## config.mk

```make
export PLATFORM = sky130hd
export DESIGN_NAME = trie_lpm_engine
export DESIGN_NICKNAME = d
export VERILOG_FILES = /design/src/rtl/trie_pkg.sv /design/src/rtl/trie_level.sv /design/src/rtl/trie_lpm_engine.sv
export SDC_FILE = /design/constraint.sdc
export NUM_CORES = 1
export LEC_CHECK = 0
export BUFFER_PORTS_ARGS = -buffer_cell sky130_fd_sc_hd__buf_2
export CORE_MARGIN = 10
export CORE_UTILIZATION = 45
export CTS_CLUSTER_SIZE = 28
export DETAILED_ROUTE_END_ITERATION = 10
export PLACE_DENSITY = 0.62
export SLEW_MARGIN = 10
export SYNTH_ARGS = -nofsm -noshare
export SYNTH_HDL_FRONTEND = slang
export SYNTH_SLANG_ARGS = --single-unit
```

## constraint.sdc

```tcl
create_clock -name clk -period 2.48 [get_ports clk]
set_input_delay 0.62 -clock clk [delete_from_list [all_inputs] [get_ports clk]]
set_output_delay 0.62 -clock clk [all_outputs]
set_load 0.01 [all_outputs]
```

## src/rtl/trie_pkg.sv

```systemverilog
package trie_pkg;

  typedef enum logic [1:0] {
    KIND_EMPTY = 2'b00,
    KIND_LEAF  = 2'b01,
    KIND_LINK  = 2'b10,
    KIND_RSVD  = 2'b11
  } row_kind_e;

  // stride of level l, packed as 4-bit fields, level 0 in the low nibble
  function automatic int stride_at(logic [31:0] s, int l);
    return int'(s[4*l +: 4]);
  endfunction

  // address bits consumed by the levels above l
  function automatic int bits_before(logic [31:0] s, int l);
    int acc;
    acc = 0;
    for (int i = 0; i < l; i++) acc += stride_at(s, i);
    return acc;
  endfunction

  // row index width of level l
  function automatic int row_bits(logic [31:0] s, int l, int node_w);
    return (l == 0) ? stride_at(s, l) : node_w + stride_at(s, l);
  endfunction

  function automatic int max_row_bits(logic [31:0] s, int levels, int node_w);
    int m;
    m = 1;
    for (int i = 0; i < levels; i++)
      if (row_bits(s, i, node_w) > m) m = row_bits(s, i, node_w);
    return m;
  endfunction

endpackage

```

## src/rtl/trie_level.sv

```systemverilog
module trie_level
  import trie_pkg::*;
#(
  parameter int ADDR_W = 8,
  parameter int STRIDE = 2,
  parameter int OFFSET = 3,
  parameter int RW     = 5,
  parameter int NODE_W = 3,
  parameter int PORT_W = 2,
  parameter int PAY_W  = 3,
  parameter bit LAST   = 1'b0
) (
  input  logic                clk,
  input  logic                rst_n,
  input  logic                in_valid,
  input  logic [ADDR_W-1:0]   in_addr,
  input  logic                in_done,
  input  logic                in_hit,
  input  logic [PORT_W-1:0]   in_port,
  input  logic [NODE_W-1:0]   in_node,
  input  logic                wr_en,
  input  logic [RW-1:0]       wr_row,
  input  logic [PAY_W+1:0]    wr_entry,
  output logic                out_valid,
  output logic [ADDR_W-1:0]   out_addr,
  output logic                out_done,
  output logic                out_hit,
  output logic [PORT_W-1:0]   out_port,
  output logic [NODE_W-1:0]   out_node
);

  localparam int ROWS  = 1 << RW;
  localparam int ENT_W = PAY_W + 2;

  logic [ENT_W-1:0]  mem [ROWS];
  logic [STRIDE-1:0] field;
  logic [RW-1:0]     rd_row;
  logic [ENT_W-1:0]  rd_entry;
  row_kind_e         rd_kind;
  logic [PAY_W-1:0]  rd_pay;

  logic              nxt_done;
  logic              nxt_hit;
  logic [PORT_W-1:0] nxt_port;
  logic [NODE_W-1:0] nxt_node;

  // row = child index scaled by the node size, plus this level's address field
  assign field    = in_addr[ADDR_W-1-OFFSET -: STRIDE];
  assign rd_row   = RW'({in_node, field});
  assign rd_entry = mem[rd_row];
  assign rd_kind  = row_kind_e'(rd_entry[ENT_W-1 -: 2]);
  assign rd_pay   = rd_entry[PAY_W-1:0];

  // host write port, visible to reads from the next cycle on
  always_ff @(posedge clk) begin
    if (wr_en) mem[wr_row] <= wr_entry;
  end

  always_comb begin
    nxt_done = in_done;
    nxt_hit  = in_hit;
    nxt_port = in_port;
    nxt_node = '0;
    if (!in_done) begin
      case (rd_kind)
        KIND_LEAF: begin
          nxt_done = 1'b1;
          nxt_hit  = 1'b1;
          nxt_port = rd_pay[PORT_W-1:0];
        end
        KIND_LINK: begin
          if (LAST) begin
            nxt_done = 1'b1;
            nxt_hit  = 1'b0;
            nxt_port = '0;
          end else begin
            nxt_done = 1'b0;
            nxt_node = rd_pay[NODE_W-1:0];
          end
        end
        default: begin
          nxt_done = 1'b1;
          nxt_hit  = 1'b0;
          nxt_port = '0;
        end
      endcase
    end
  end

  always_ff @(posedge clk or negedge rst_n) begin
    if (!rst_n) out_valid <= 1'b0;
    else        out_valid <= in_valid;
  end

  always_ff @(posedge clk) begin
    if (in_valid) begin
      out_addr <= in_addr;
      out_done <= nxt_done;
      out_hit  <= nxt_hit;
      out_port <= nxt_port;
      out_node <= nxt_node;
    end
  end


  valid_follow_chk: assert property (@(posedge clk) disable iff (!rst_n)
    in_valid |=> out_valid);

  idle_follow_chk: assert property (@(posedge clk) disable iff (!rst_n)
    !in_valid |=> !out_valid);

  addr_carry_chk: assert property (@(posedge clk) disable iff (!rst_n)
    in_valid |=> out_addr == $past(in_addr));

  resolved_hold_chk: assert property (@(posedge clk) disable iff (!rst_n)
    in_valid && in_done |=> out_done && out_hit == $past(in_hit) && out_port == $past(in_port));

  miss_port_chk: assert property (@(posedge clk) disable iff (!rst_n)
    out_valid && out_done && !out_hit |-> out_port == '0);

endmodule

```

## src/rtl/trie_lpm_engine.sv

```systemverilog
module trie_lpm_engine
  import trie_pkg::*;
#(
  parameter int          ADDR_W  = 8,
  parameter int          LEVELS  = 3,
  parameter logic [31:0] STRIDES = 32'h0000_0223,
  parameter int          NODE_W  = 3,
  parameter int          PORT_W  = 2,
  localparam int LVL_W = (LEVELS > 1) ? $clog2(LEVELS) : 1,
  localparam int PAY_W = (PORT_W > NODE_W) ? PORT_W : NODE_W,
  localparam int ENT_W = PAY_W + 2,
  localparam int ROW_W = max_row_bits(STRIDES, LEVELS, NODE_W)
) (
  input  logic              clk,
  input  logic              rst_n,
  input  logic              lk_valid,
  input  logic [ADDR_W-1:0] lk_addr,
  input  logic              wr_en,
  input  logic [LVL_W-1:0]  wr_level,
  input  logic [ROW_W-1:0]  wr_row,
  input  logic [ENT_W-1:0]  wr_entry,
  output logic              res_valid,
  output logic [ADDR_W-1:0] res_addr,
  output logic              res_hit,
  output logic [PORT_W-1:0] res_port
);

  logic              c_valid [LEVELS+1];
  logic [ADDR_W-1:0] c_addr  [LEVELS+1];
  logic              c_done  [LEVELS+1];
  logic              c_hit   [LEVELS+1];
  logic [PORT_W-1:0] c_port  [LEVELS+1];
  logic [NODE_W-1:0] c_node  [LEVELS+1];

  assign c_valid[0] = lk_valid;
  assign c_addr[0]  = lk_addr;
  assign c_done[0]  = 1'b0;
  assign c_hit[0]   = 1'b0;
  assign c_port[0]  = '0;
  assign c_node[0]  = '0;

  for (genvar l = 0; l < LEVELS; l++) begin : g_level
    localparam int S    = stride_at(STRIDES, l);
    localparam int OFF  = bits_before(STRIDES, l);
    localparam int RW_L = row_bits(STRIDES, l, NODE_W);

    logic lvl_wr;
    assign lvl_wr = wr_en && (wr_level == LVL_W'(l));

    trie_level #(
      .ADDR_W (ADDR_W),
      .STRIDE (S),
      .OFFSET (OFF),
      .RW     (RW_L),
      .NODE_W (NODE_W),
      .PORT_W (PORT_W),
      .PAY_W  (PAY_W),
      .LAST   (l == LEVELS - 1)
    ) u_level (
      .clk       (clk),
      .rst_n     (rst_n),
      .in_valid  (c_valid[l]),
      .in_addr   (c_addr[l]),
      .in_done   (c_done[l]),
      .in_hit    (c_hit[l]),
      .in_port   (c_port[l]),
      .in_node   (c_node[l]),
      .wr_en     (lvl_wr),
      .wr_row    (wr_row[RW_L-1:0]),
      .wr_entry  (wr_entry),
      .out_valid (c_valid[l+1]),
      .out_addr  (c_addr[l+1]),
      .out_done  (c_done[l+1]),
      .out_hit   (c_hit[l+1]),
      .out_port  (c_port[l+1]),
      .out_node  (c_node[l+1])
    );
  end

  assign res_valid = c_valid[LEVELS];
  assign res_addr  = c_addr[LEVELS];
  assign res_hit   = c_hit[LEVELS];
  assign res_port  = c_port[LEVELS];


  final_resolved_chk: assert property (@(posedge clk) disable iff (!rst_n)
    res_valid |-> c_done[LEVELS] && c_node[LEVELS] == '0);

endmodule

```

Yosys cells after proc, flatten, opt, wreduce, memory -nomap -nowiden
Memory sizes are Yosys's and may differ from the RTL's. Index checks and enable logic that the tools add are counted.

Memories kept: 3. Input bits: 24. Output and inout bits: 12. Memory bits (writable): 360. Flip-flop bits (word level): 44.

Memories: g_level[1].u_level.mem (words 32, width 5, rd ports 1, clocked after Yosys merged registers in 0, write ports 1, RTL line trie_level.sv:35) `logic [ENT_W-1:0] mem [ROWS];`; g_level[2].u_level.mem (words 32, width 5, rd ports 1, clocked after Yosys merged registers in 0, write ports 1, RTL line trie_level.sv:35); g_level[0].u_level.mem (words 8, width 5, rd ports 1, clocked after Yosys merged registers in 0, write ports 1, RTL line trie_level.sv:35).

Equality and inequality tests: 7. Reduce and logical (&&, ||, !) cells: 5. Mux-type cells: 17. Bitwise logic cells: 1.

Operator list (number): $mux W1 (12); $eq A2 B1 Y1 const B (4); $eq A2 B2 Y1 const B (3); $mux W2 (3); $pmux W2 S2 (1); $logic_and A1 B1 Y1 (3); $logic_not A2 Y1 (1); $pmux W1 S2 (1); $reduce_or A2 Y1 (1); $not A1 Y1 (1).

Longest topological paths before layout
Depth after elaboration: 4. Depth in mapped cells: 10. Mapped depth without buffers: 8.

By module
A second synthesis with hierarchy kept.

Cell total of the unflattened synthesis: 776. Area total of the unflattened synthesis: 14621.5 um2.

Modules (own cells, without submodules): trie_level at g_level[1].u_level (instances 1, cells each 355, seq. area each 5280.1 um2, area each 6940.4 um2); trie_level at g_level[2].u_level (instances 1, cells each 301, seq. area each 4199.0 um2, area each 5454.0 um2); trie_level at g_level[0].u_level (instances 1, cells each 116, seq. area each 1676.6 um2, area each 2193.4 um2); trie_lpm_engine (instances 1, cells each 4, seq. area each 0.0 um2, area each 33.8 um2).

Worst setup path after synthesis
Ideal clock, no wire load.

Path type: register to register. Start: register g_level[0].u_level.out_addr[3]. End: register g_level[1].u_level.out_port[0] (data pin). Path buffers: 2. Stages on the path, launching flop included: 11. Required time: 2.217 ns. Arrival: 2.412 ns. Setup slack: -0.195 ns. Cell sequence: edfxtp_1 -> clkbuf_1 -> buf_4 -> mux4_2 -> mux4_2 -> mux2i_1 -> inv_1 -> ha_1 -> nor2b_1 -> o21ai_0 -> o21ai_0.

Cells in the longest elaborated chain, start to end: 4. Elaborated cells between the ends (all ways): 5. Classes of those cells: eq/ne (2); mux (2); memory (1).

RTL lines: start, declared (RTL line trie_level.sv:25) `output logic [ADDR_W-1:0] out_addr,`; start signal, assigned (RTL line trie_level.sv:97) `out_addr <= in_addr;`; $mem_v2 Z32 W5 *; $eq A2 B2 Y1 or $eq A2 B1 Y1 (tied branches) (RTL line trie_level.sv:65) `case (rd_kind)`; $pmux W2 S2 * (RTL line trie_level.sv:65); $mux W2 * (RTL line trie_level.sv:64) `if (!in_done) begin`; net g_level[1].u_level.nxt_port[0] (RTL line trie_level.sv:44) `logic [PORT_W-1:0] nxt_port;`; end signal, assigned (RTL line trie_level.sv:100) `out_port <= nxt_port;`; end, declared (RTL line trie_level.sv:28) `output logic [PORT_W-1:0] out_port,`.

Mark *: on every way through the listed nets, which the timed path passes. The rest lies on a longest branch. A chain may end at the register's enable or synchronous reset.

Final worst setup path
Start: register g_level[0].u_level.out_addr[3]. End: register g_level[1].u_level.out_node[2] (data pin).

Cells in the longest elaborated chain, start to end: 4.

RTL lines: $mem_v2 Z32 W5 *; $eq A2 B2 Y1 (RTL line trie_level.sv:65); $not A1 Y1 (no line); $reduce_or A2 Y1 (no line); end signal, assigned (RTL line trie_level.sv:101) `out_node <= nxt_node;`; end, declared (RTL line trie_level.sv:29) `output logic [NODE_W-1:0] out_node`.

Every way passes the cells marked *; elsewhere a longest branch is shown, timed or not.

==> metrics.md <==
| Metric | Value |
|---|---|
| Ys flop type | `edfxtp_1` |
| Cell count after synthesis | `719` |
| FF-to-FF Start | `g_level[0].u_level.out_addr[3]$_DFFE_PP_` |
| Vias per Instance | `5.61` |
| Buffers on Ports | `35` |
| DR WL met2 | `15,100 um` |
| Antenna Nets Post-Route | `0` |
| Final min period | `about 2.7 ns` |
| Final Hold Viols | `0` |
| Final core occ | `53.5%` |
| Slowest cell on the critical path | `mux4_2` |
| DR iter-0 viols | `643` |
| HP Start | `lk_addr[2]` |
| Final Max Tran Viols | `0` |
| CP Launch Type | `flip-flop` |
| EDFF count, synth | `369` |
| Capturing element type of the critical path | `flip-flop` |
| GPL Wtd Cong | `0.799` |
| Clk buf depth | `3` |
| Die Area | `0.0394 sq mm` |
| Detailed Routing Iterations Pass 1 | `4` |
| Sequence of cells on the critical path | `buf_4 > mux4_2 > mux4_2 > mux2i_4 > inv_1 > ha_2 > nand2b_1 > buf_4 > nor2_1` |
| Highest clock rate | `374 MHz` |
| Yosys reg bits | `372` |
| Post-synthesis async set-or-reset flop share | `0.806%` |
| Hold WS | `0.279 ns` |
| Synth Area per Inst | `20.0 sq um` |
| Top sig layer | `met4` |
| Pwr dens | `approximately 800 mW/mm^2` |
| Clock Skew | `between 0.015 and 0.02 ns` |
| Top cell type's share of synthesized area | `77.2%` |
| Synth unique cells | `39` |
| Total power | `between 10 and 15 mW` |
| Actual slew at the worst max-slew pin | `0.756 ns` |
| Leak | `5.54 nW` |
| Overflow after GRT | `0` |
| Routed wire per std cell | `~24 um` |
| CP peak stage delay | `roughly 0.52 ns` |
| Initial Util | `between 40 and 50%` |
| Fraction of layout cells with a size suffix above 1 | `31.3%` |
| Largest net degree at the start of global routing | `73` |
| Final setup margin | `-0.191 ns` |
| Number of global-route vias before repair | `7,504` |
| Max rail drop VDD | `0.900 mV` |
| Initial antenna violation count | `1` |
| First-pass GRT wire length | `46,100 um` |
| Failing checks | `negative setup slack` |
| Met3 wire length | `1740 um` |
| Fin Setup TNS | `-1.09 ns` |
| CTS buffer count | `39` |
| Hold path cells | `1` |
| Site Rows | `65` |
| Clk slew on worst S/H paths | `0.06 ns` |
| Nets | `874` |
| Clk sink count | `372` |
| DRT Wirelength | `30,200 um` |
| H-tree depth | `2` |
| Area Growth Syn to Fin | `17.7%` |
| Die H | `199 um` |
| Ports | `36` |
| GRT Resource Usage Total | `15.6%` |
| Via count | `7,150` |
| Worst path bufs/invs | `3` |
| Post-synth net total | `745` |
| Drt drc | `0` |
| Worst EP arrival | `2.93 ns` |
| Clock latency on the worst-skew pair | `0.52 ns` |
| CP Class | `reg2reg` |
| Synth warn | `0` |
| Placed wire-length estimate | `20,000 um` |
| RR Endpoint | `g_level[1].u_level.out_node[2]$_SDFFCE_PP0P_` |
| TritonCTS clock tree | `done` |
| Slew HR | `49.6%` |
| RSZ-0062 raised after global routing | `yes` |
| Worst Path Max Fanout | `5` |
| CORE AREA | `approximately 0.032 sq mm` |
| Fillers | `2,432` |
| WL met1 | `12,600 um` |
| Crit-path leading delay family | `multiplexers` |
| Status | `finished with violations` |
| Required time worst endpoint | `about 2.7 ns` |
| Synthesized cell area | `0.0144 sq mm` |
| Max Cap Violations | `0` |
| Path type of the worst min-delay path | `in2reg` |
| R2R cell count | `9` |
| Reg2reg setup slack | `-0.19 ns` |
| Period utilization | `108%` |
| Hold Path End | `g_level[0].u_level.out_addr[2]$_DFFE_PP_` |
| Root buf cell | `clkbuf_16` |
| Cell accounting for the most synthesized area | `edfxtp_1` |
| Die X | `199 um` |
| Endpoints failing setup | `7` |
| Sequential element share of the synthesized area | `~80%` |
| Ranking of synthesized cells by area | `edfxtp_1, mux4_2, nor2_1` |
-- power breakdown --
| part | total (mW) | switching [mW] | internal (mW) |
|---|---|---|---|
| Combinational | 0.792 | 0.426 | 0.366 |
| Sequential | 7.06 | 0.0576 | 7.01 |
| Clock | 5.65 | 2.25 | 3.40 |
-- placed cells by master, fill, tap and decap left out, types with 7 or more instances in the layout --
| master | n |
|---|---|
| buf_2 | 35 |
| buf_4 | 88 |
| clkbuf_1 | 8 |
| clkbuf_16 | 39 |
| edfxtp_1 | 369 |
| inv_1 | 12 |
| mux2i_1 | 9 |
| mux4_2 | 76 |
| nand2_1 | 28 |
| nand3b_1 | 7 |
| nor2_1 | 88 |
| nor2b_1 | 10 |
| o32ai_1 | 7 |
-- Yosys cell counts (2+ instances only) --
cell type	instances
a2111oi_0	4
a211oi_1	4
buf_1	4
buf_2	9
buf_4	13
clkbuf_1	16
dfrtp_1	3
edfxtp_1	369
ha_1	2
inv_1	12
mux2_2	5
mux2i_1	11
mux4_2	76
nand2_1	28
nand2b_1	5
nand3_1	4
nand3b_1	7
nor2_1	88
nor2b_1	10
nor3_1	2
nor3b_1	6
nor4bb_1	3
o21ai_0	5
o21ai_1	2
o22ai_1	5
o32a_1	3
o32ai_1	7
or3_1	2
or3b_2	4
-- per-layer routing --
| metal | vias up | GRT usage [%] |
|---|---|---|
| met5 | - | 0 |
| met3 | 52 | 2.53 |
| li1 | 3146 | - |
| met4 | 0 | 5.11 |
| met1 | 3727 | 21.1 |
| met2 | 225 | 25.4 |
-- flip-flops by register name, summed over array words and instances, names as in the netlist --
signal,cells
g_level.u_level.out_valid,3
g_level.u_level.out_addr,24
g_level.u_level.out_node,6
g_level.u_level.out_port,6
g_level.u_level.out_hit,3
g_level.u_level.out_done,2
g_level.u_level.mem,328
-- how the worst max path moves through the flow --
| stage | start | end | slack [ns] | cells after the start |
|---|---|---|---|---|
| finish | g_level[0].u_level.out_addr[3]$_DFFE_PP_ | g_level[1].u_level.out_node[2]$_SDFFCE_PP0P_ | -0.19 | 9 |
| global route | g_level[0].u_level.out_addr[3]$_DFFE_PP_ | g_level[1].u_level.out_port[0]$_DFFE_PP_ | -0.32 | 9 |
| CTS | g_level[0].u_level.out_addr[3]$_DFFE_PP_ | g_level[1].u_level.out_port[1]$_DFFE_PP_ | -0.20 | 9 |
| detailed placement | g_level[0].u_level.out_addr[3]$_DFFE_PP_ | g_level[1].u_level.out_node[0]$_SDFFCE_PP0P_ | -0.32 | 7 |
| global placement | g_level[0].u_level.out_addr[3]$_DFFE_PP_ | g_level[1].u_level.out_port[0]$_DFFE_PP_ | -0.17 | 9 |
| floorplan | g_level[0].u_level.out_addr[3]$_DFFE_PP_ | g_level[1].u_level.out_port[0]$_DFFE_PP_ | -0.09 | 10 |
-- what timing repair did --
| item | CTS | global route |
|---|---|---|
| hold buffers | 1 | 0 |
| setup endpoints to repair | 7 | 7 |
| setup buffers | 2 | 1 |
| endpoints found under the hold margin | 3 | 0 |
| resized for setup | 5 | 1 |
-- metrics by stage --
| stage | setup slack [ns] | cells | cell area (sq um) |
|---|---|---|---|
| final | -0.191 | 1275 | 16900 |
| after global routing | -0.318 | 1275 | 16900 |
| after CTS | -0.204 | 1273 | 16900 |
| after detailed placement | -0.315 | 1205 | 15600 |
| after global placement | -0.166 | 1205 | 15600 |
| after floorplan | -0.0854 | 719 | 14400 |
-- final cells by class --
class,instances,area [sq um],share of cell area [%]
diodes,1,2.50,0.0148
well taps,402,503,2.98
flip-flops and latches,372,11200,66.0
repair buffers,130,966,5.72
clock inverters,18,224,1.33
clock buffers,47,1010,5.95
multi-input cells,293,3000,17.7
inverters,12,45.0,0.267
-- logic make-up (layout without fill, tap and decap cells) --
logic type	Yosys count	in the layout	share of synthesized area (%)
DFF	372	372	77.7
and+or+nand+nor	164	164	5.40
muxes	92	92	13.1
buffers and inverters	54	207	1.83
AOI/OAI and AO/OA	35	35	1.81
adders and majority gates	2	2	0.174
other	0	1	0
(Power assumes the default switching activity.)
